**src/rtl/asf_pkg.sv**
```systemverilog
package asf_pkg;

    typedef enum logic [1:0] {
        OP_ADD = 2'b00,
        OP_SUB = 2'b01,
        OP_ADC = 2'b10,
        OP_SBB = 2'b11
    } asf_op_e;

    typedef enum logic [1:0] {
        WD_BYTE = 2'b00,
        WD_HALF = 2'b01,
        WD_WORD = 2'b10,
        WD_WIDE = 2'b11
    } asf_width_e;

    localparam int FLAG_N  = 6;
    localparam int FL_CARRY = 0;
    localparam int FL_PAR   = 1;
    localparam int FL_AUX   = 2;
    localparam int FL_ZERO  = 3;
    localparam int FL_SIGN  = 4;
    localparam int FL_OVF   = 5;

    localparam int NIBBLE_W = 4;
    localparam int PAR_W    = 8;

endpackage

```
**src/rtl/asf_operand_prep.sv**
```systemverilog
module asf_operand_prep
    import asf_pkg::*;
#(
    parameter int DATA_W = 32
) (
    input  logic [DATA_W-1:0] b_in,
    input  logic [1:0]        op_code,
    input  logic              carry_in,
    output logic [DATA_W-1:0] b_eff,
    output logic              cin_eff,
    output logic              is_sub
);

    logic use_cin;

    always_comb begin
        unique case (asf_op_e'(op_code))
            OP_ADD: begin is_sub = 1'b0; use_cin = 1'b0; end
            OP_SUB: begin is_sub = 1'b1; use_cin = 1'b0; end
            OP_ADC: begin is_sub = 1'b0; use_cin = 1'b1; end
            OP_SBB: begin is_sub = 1'b1; use_cin = 1'b1; end
            default: begin is_sub = 1'b0; use_cin = 1'b0; end
        endcase
        // Subtraction is a + ~b + 1; a pending borrow removes the +1.
        b_eff   = is_sub ? ~b_in : b_in;
        cin_eff = is_sub ? ~(use_cin & carry_in) : (use_cin & carry_in);
    end

endmodule

```
**src/rtl/asf_adder.sv**
```systemverilog
module asf_adder #(
    parameter int DATA_W = 32
) (
    input  logic [DATA_W-1:0] a_in,
    input  logic [DATA_W-1:0] b_in,
    input  logic              cin,
    output logic [DATA_W-1:0] sum,
    output logic [DATA_W:1]   carry_into
);

    logic [DATA_W:0] wide_sum;

    always_comb begin
        wide_sum = {1'b0, a_in} + {1'b0, b_in} + {{DATA_W{1'b0}}, cin};
        sum      = wide_sum[DATA_W-1:0];
    end

    // carry_into[k] is the carry entering bit k, recovered from the
    // half-sum at that bit; the top one is the adder's carry out.
    genvar k;
    generate
        for (k = 1; k < DATA_W; k++) begin : g_carry
            assign carry_into[k] = a_in[k] ^ b_in[k] ^ sum[k];
        end
    endgenerate
    assign carry_into[DATA_W] = wide_sum[DATA_W];

endmodule

```
**src/rtl/asf_flag_eval.sv**
```systemverilog
module asf_flag_eval
    import asf_pkg::*;
#(
    parameter int DATA_W = 32
) (
    input  logic [DATA_W-1:0] a_in,
    input  logic [DATA_W-1:0] b_in,
    input  logic [1:0]        width_sel,
    input  logic              is_sub,
    input  logic              use_cin,
    input  logic              carry_in,
    input  logic [DATA_W-1:0] sum,
    input  logic [DATA_W:1]   carry_into,
    output logic [DATA_W-1:0] result,
    output logic [FLAG_N-1:0] flags
);

    localparam int HALF_W = DATA_W / 2;
    localparam int BYTE_W = DATA_W / 4;
    localparam int IDX_W  = $clog2(DATA_W + 1);

    logic [DATA_W-1:0] mask;
    logic [IDX_W-1:0]  top;
    logic              cout, sa, sb, sr, ovf_add, ovf_sub;

    always_comb begin
        unique case (asf_width_e'(width_sel))
            WD_BYTE: begin mask = DATA_W'((64'd1 << BYTE_W) - 1); top = IDX_W'(BYTE_W); end
            WD_HALF: begin mask = DATA_W'((64'd1 << HALF_W) - 1); top = IDX_W'(HALF_W); end
            WD_WORD: begin mask = '1; top = IDX_W'(DATA_W); end
            WD_WIDE: begin mask = '1; top = IDX_W'(DATA_W); end
            default: begin mask = '1; top = IDX_W'(DATA_W); end
        endcase
    end

    always_comb begin
        result  = sum & mask;
        cout    = carry_into[top];
        sa      = a_in[top - 1'b1];
        sb      = b_in[top - 1'b1];
        sr      = sum[top - 1'b1];
        ovf_add = (sa == sb) && (sr != sa);
        ovf_sub = (sa != sb) && (sr != sa);

        flags[FL_CARRY] = is_sub ? ~cout : cout;
        flags[FL_PAR]   = ~^result[PAR_W-1:0];
        flags[FL_AUX]   = is_sub ? ~carry_into[NIBBLE_W] : carry_into[NIBBLE_W];
        flags[FL_ZERO]  = (result == '0);
        flags[FL_SIGN]  = sr;
        flags[FL_OVF]   = is_sub ? ovf_sub : ovf_add;
    end

    // Guards next to the flag logic.
    logic [DATA_W-1:0] ua, ub;
    logic              ci_v;
    always_comb begin
        ua   = a_in & mask;
        ub   = b_in & mask;
        ci_v = use_cin & carry_in;

        p_upper_zero_r1: assert ((result & ~mask) == '0)
            else $error("R1 upper result bits not cleared");

        // unsigned wrap relation, independent of the carry chain
        if (!is_sub && !ci_v)
            p_add_carry_r3: assert (flags[FL_CARRY] == (result < ua))
                else $error("R3 add carry disagrees with wrap");
        if (is_sub && !ci_v)
            p_sub_borrow_r3: assert (flags[FL_CARRY] == (ua < ub))
                else $error("R3 borrow disagrees with compare");

        // an all-zero result has even parity and a clear sign
        if (flags[FL_ZERO])
            p_zero_implies_r6: assert (flags[FL_PAR] && !flags[FL_SIGN])
                else $error("R6 zero with odd parity or sign set");

        // sign rule must agree with the top two carries
        p_ovf_chain_r8: assert (flags[FL_OVF] == (carry_into[top] ^ carry_into[top - 1'b1]))
            else $error("R8 overflow disagrees with carry chain");
    end

endmodule

```
**src/rtl/asf_flag_unit.sv**
```systemverilog
module asf_flag_unit
    import asf_pkg::*;
#(
    parameter int DATA_W = 32
) (
    input  logic [DATA_W-1:0] op_a,
    input  logic [DATA_W-1:0] op_b,
    input  logic [1:0]        op_code,
    input  logic [1:0]        width_sel,
    input  logic              carry_in,
    output logic [DATA_W-1:0] result,
    output logic [5:0]        flags
);

    logic [DATA_W-1:0] b_eff, sum;
    logic [DATA_W:1]   carry_into;
    logic              cin_eff, is_sub;

    asf_operand_prep #(.DATA_W(DATA_W)) u_prep (
        .b_in     (op_b),
        .op_code  (op_code),
        .carry_in (carry_in),
        .b_eff    (b_eff),
        .cin_eff  (cin_eff),
        .is_sub   (is_sub)
    );

    asf_adder #(.DATA_W(DATA_W)) u_add (
        .a_in       (op_a),
        .b_in       (b_eff),
        .cin        (cin_eff),
        .sum        (sum),
        .carry_into (carry_into)
    );

    asf_flag_eval #(.DATA_W(DATA_W)) u_flags (
        .a_in       (op_a),
        .b_in       (op_b),
        .width_sel  (width_sel),
        .is_sub     (is_sub),
        .use_cin    (op_code[1]),
        .carry_in   (carry_in),
        .sum        (sum),
        .carry_into (carry_into),
        .result     (result),
        .flags      (flags)
    );

endmodule

```
**config.mk**
```make
export PLATFORM = sky130hd
export DESIGN_NAME = asf_flag_unit
export DESIGN_NICKNAME = d
export VERILOG_FILES = /design/src/rtl/asf_pkg.sv /design/src/rtl/asf_operand_prep.sv /design/src/rtl/asf_adder.sv /design/src/rtl/asf_flag_eval.sv /design/src/rtl/asf_flag_unit.sv
export SDC_FILE = /design/constraint.sdc
export NUM_CORES = 1
export LEC_CHECK = 0
export ABC_AREA = 1
export ABC_CLOCK_PERIOD_IN_PS = 5800
export BUFFER_PORTS_ARGS = -buffer_cell sky130_fd_sc_hd__buf_4
export CELL_PAD_IN_SITES_DETAIL_PLACEMENT = 1
export CELL_PAD_IN_SITES_GLOBAL_PLACEMENT = 2
export CORE_MARGIN = 2
export CORE_UTILIZATION = 26
export DETAILED_ROUTE_END_ITERATION = 16
export GPL_TIMING_DRIVEN = 1
export PLACE_DENSITY = 0.81
export SYNTH_ARGS = -nofsm -noshare
export SYNTH_HDL_FRONTEND = slang
export SYNTH_SLANG_ARGS = --single-unit
```
**constraint.sdc**
```tcl
create_clock -name vclk -period 5.8
set_input_delay 1.16 -clock vclk [all_inputs]
set_output_delay 1.16 -clock vclk [all_outputs]
set_load 0.02 [all_outputs]
```
**Word level (Yosys, flattened, before mapping)**

Index checks and enable logic that the tools add are counted.

- Flip-flop bits (word level): 0
- Input port bits: 69
- Output and inout bits: 38
- Word-level logic and storage cells: 110

- Add/sub/neg operators: 3
- Magnitude comparators: 2
- Equality and inequality tests: 9
- Muxes and demuxes: 17
- Bitwise logic cells: 68
- Reductions and logical operators: 11

Operators by type and width:

| operator | count |
|---|---|
| 32-bit one-hot mux with 3 select lines | 1 |
| 1-bit XOR | 62 |
| 32-bit by 32-bit adder with 33-bit output | 1 |
| 33-bit by 1-bit adder with 33-bit output | 1 |
| 32-bit bitwise AND | 1 |
| 32-bit logical NOT | 1 |
| 32-bit two-way mux | 1 |
| 32-bit NOT | 1 |
| 6-bit one-hot mux with 3 select lines | 1 |
| 1-bit binary-select mux with 5-bit select | 3 |
| 2-bit OR reduction | 5 |
| 2-bit equality test (second input constant) | 4 |
| 1-bit two-way mux | 8 |
| 8-bit XNOR reduction | 1 |
| 6-bit by 7-bit < comparator with 1-bit output (second input constant) | 1 |
| 1-bit binary-select mux with 6-bit select | 1 |
| 6-bit < comparator (second input constant) | 1 |
| 6-bit by 1-bit subtractor with 6-bit output (second input constant) | 1 |
| 2-bit by 1-bit equality test with 1-bit output (second input constant) | 2 |
| 2-bit logical NOT | 2 |
| 1-bit one-hot mux with 2 select lines | 2 |
| 1-bit NOT | 3 |
| 1-bit logical AND | 2 |
| 1-bit inequality test | 2 |
| other kinds (2) | 2 |

**Longest topological paths before layout**

- Word-level depth: 12
- Gate-level depth with buffers: 22

**Modules after synthesis**

A second synthesis with hierarchy kept.

- Cells, all modules: 775
- Area, all modules: 3886.2 sq um

Modules (own cells, without submodules):

| module | times used | cells each | area an instance (sq um) | sequential area each (sq um) |
|---|---|---|---|---|
| asf_adder | 1 | 508 | 2588.7 | 0.0 |
| asf_operand_prep | 1 | 141 | 680.7 | 0.0 |
| asf_flag_eval | 1 | 126 | 616.8 | 0.0 |

**Least setup slack after synthesis**

Ideal clock, no wire load.

- Kind: input port to output port
- Start: input op_code[0]
- End: output flags[1]
- Arrival time: 4.419 ns
- Required time: 4.640 ns
- Path slack: 0.221 ns
- Stages on the path: 14
- Buffers on the path: 2
- Cell sequence: clkbuf_1 -> buf_2 -> xor2_1 -> fa_1 -> fa_1 -> nand3_1 -> nand3_4 -> nand2_1 -> nand2_2 -> xor2_1 -> inv_1 -> ha_1 -> xnor2_1 -> xnor2_1

- Cells in the longest elaborated chain, start to end: 9
- Elaborated cells between the ends (all ways): 18
- Those cells by class: add/sub (2); eq/ne (3); mux (4); bitwise (3); reduce/logical (6)

Ends and longest elaborated chain:

| element | line | text |
|---|---|---|
| start: declaration | asf_flag_unit.sv:8 | `input logic [1:0] op_code,` |
| branches (longest 6 deep; another with 32-bit by 32-bit adder with 33-bit output) | n/a |  |
| 33-bit by 1-bit adder with 33-bit output * | asf_adder.sv:14 | `wide_sum = {1'b0, a_in} + {1'b0, b_in} + {{DATA_W{1'b0}}, cin};` |
| 32-bit bitwise AND * | asf_flag_eval.sv:37 | `result = sum & mask;` |
| via result[6] | asf_flag_unit.sv:11 | `output logic [DATA_W-1:0] result,` |
| 8-bit XNOR reduction * | asf_flag_eval.sv:46 | `flags[FL_PAR] = ~^result[PAR_W-1:0];` |
| end: declaration | asf_flag_unit.sv:12 | `output logic [5:0] flags` |

Mark *: on every way through the listed nets, which the timed path passes.

**Worst setup path in the final report**

- Start: input carry_in
- End: output flags[3]

- Cells in the longest elaborated chain, start to end: 6

Ends and longest elaborated chain:

| element | line | text |
|---|---|---|
| start: declaration | asf_flag_unit.sv:10 | `input logic carry_in,` |
| 1-bit bitwise AND * | asf_operand_prep.sv:26 | `cin_eff = is_sub ? ~(use_cin & carry_in) : (use_cin & carry_in);` |
| 1-bit NOT | asf_operand_prep.sv:26 |  |
| 1-bit two-way mux * | asf_operand_prep.sv:26 |  |
| 33-bit by 1-bit adder with 33-bit output * | asf_adder.sv:14 |  |
| 32-bit bitwise AND * | asf_flag_eval.sv:37 |  |
| 32-bit logical NOT * | asf_flag_eval.sv:48 | `flags[FL_ZERO] = (result == '0);` |

Mark *: on every way between the ends. The rest lies on a longest branch, timed or not.

==> metrics.txt <==
Worst-Margin Slew 0.409 ns; HPWL after detailed placement 12,400 um; Mapped Nets 764; pre-CTS setup slack 0.434 ns; Finished Layout Cells 931; Mapped Area 0.00341 mm^2; total area of sequential cells 0 um^2; finished layout cell area 0.00438 mm^2; initial antenna violation count 0; RSZ-0062 raised after global routing no; Post-DP Area 0.00438 mm^2; Leak 2.80 nW; initial core utilization 26.8%; gr usage total 19.2%; Final TNS setup 0 ns; gr ovfl total 0; share of cells above drive strength 1 20.3%; fin nets 867; gpl congestion 0.896; largest net degree at the start of global routing 22; post_cts resized 0; final hold vios 0; Hold Slack 2.76 ns; crit path DAT 4.21 ns; Syn Area/Cell 5.18 um^2; I/O Buffers 107; Chip Height 118 um; Final WS setup 0.433 ns; sequential cells 0; f_max 186 MHz; VDD IR max 117 uV; number of diodes 0; Syn Inst Count 658; vias per cell 4.54; Critical Path Fanout Max 5; required time of the critical path 4.64 ns; hold buffer count at cts 0; Min-Delay Path Class input pin to primary output; status completed; Die X 118 um; Post-route DRC 0; placed insts 931; I/O Pins 107; fillers 1,823; Slew Limit Fails 0; count of final setup violators 0; post-CTS setup buffer count 0; min cycle time layout 5.37 ns; Initial DRC Count 124; Hold Path Depth 3; die area 0.0140 mm^2; commonest non-fill, non-tap cell in the layout nand2_1; hold path endpoint result[1]; final critical-path share of the clock period 92.5%; Max-slew headroom 72.7%; row cnt 41; leading cell types in the layout, fill and taps excluded nand2_1 (237), inv_1 (145), buf_4 (109); CP Launch Point carry_in; maximum capacitance violations 0; routed wire length 13,500 um; synth warn 0; # clk buffers 0; core box area 0.0127 mm^2; vias post-DR 4,229; Synth cell types 34; routed len/inst 14.5 um; Cell Pwr Density 188 mW/mm^2; Setup crit start kind input pin; DRT antenna net count 0; min-delay src op_a[1]; first-pass GRT wire length 22,100 um; vias in the first global route 4,506; Seq/Total Area, Yosys 0%; Syn-to-layout area delta 28.6%; CP endpoint kind primary output; 1st-pass router iterations 4; Crit Path Class input pin to primary output
[cells by family (layout without fill, tap and decap cells)]
kind of cell / Yosys count / after routing / synth area share [%]
adders and majority gates: 37 / 37 / 14.0
AOI/OAI and AO/OA: 27 / 27 / 4.66
and+or+nand+nor: 389 / 389 / 51.1
buffers and inverters: 160 / 261 / 18.4
xor gates and xnor gates: 45 / 45 / 11.8
[power breakdown]
part	total, mW	switching (mW)	internal, mW
Clock	0	0	0
Combinational	0.823	0.507	0.316
Sequential	0	0	0
[cell usage after synthesis, types with 2 or more instances]
cell	number	area share [%]
o21ai_1	2	0.29
clkbuf_1	2	0.22
nand4_1	9	1.7
o21ai_0	2	0.29
nand3_2	9	2.6
xnor2_1	4	1.0
nand2_1	237	26
clkinv_1	2	0.22
clkbuf_8	2	0.81
fa_1	2	1.2
nand3_1	46	6.8
buf_2	3	0.44
a21o_1	2	0.44
nor2_2	8	1.5
nand2_4	2	0.66
inv_2	5	0.55
inv_1	145	16
nand3b_1	9	2.0
nand2_2	16	2.9
nor3_1	4	0.59
a21oi_1	17	2.5
xor2_1	40	10
ha_1	35	13
nor2_1	45	5.0
[through the flow]
stage | total power, mW | util [%]
floorplan | 0.538 | -
global placement | 0.819 | 34.5
detailed placement | 0.831 | 34.5
CTS | 0.835 | 34.5
global route | 0.917 | 34.5
finish | 0.823 | 34.5
[layer usage]
| metal | vias to the layer above | wire [um] | global-route usage [%] |
|---|---|---|---|
| met1 | 1981 | 6700 | 26.4 |
| met4 | 0 | 75 | 0.967 |
| met2 | 60 | 6430 | 34.6 |
| met5 | - | 0 | 0 |
| li1 | 2182 | - | - |
| met3 | 6 | 325 | 0.965 |
[worst max path at each step]
stage	end	slack (ns)	cells after the start
after floorplan	flags[1]	0.22	14
after global placement	flags[3]	0.56	24
after detailed placement	flags[3]	0.43	24
after CTS	flags[3]	0.41	24
after global routing	flags[3]	0.14	24
final	flags[3]	0.43	24
[cell type report]
type	count	area [um^2]	share of cell area, %
multi-input cells	498	2780	63.4
repair buffers	109	818	18.7
inverters	152	571	13.0
well taps	172	215	4.91
[critical path: stages]
cell,delay (ns)
buf_4,0.11
nand2_1,0.07
xor2_1,0.15
inv_1,0.06
fa_1,0.45
fa_1,0.47
nand3_1,0.16
nand3_4,0.12
nand2_1,0.10
nand2_2,0.07
xor2_1,0.15
inv_1,0.07
ha_1,0.13
nand2_1,0.05
nor2_1,0.08
nand2_1,0.06
inv_1,0.09
nand3_1,0.08
nor2_1,0.09
nand2_1,0.07
nor2_1,0.09
nand2_1,0.09
nor2_2,0.09
buf_4,0.14
No activity file was read; power rests on OpenSTA's default activity.
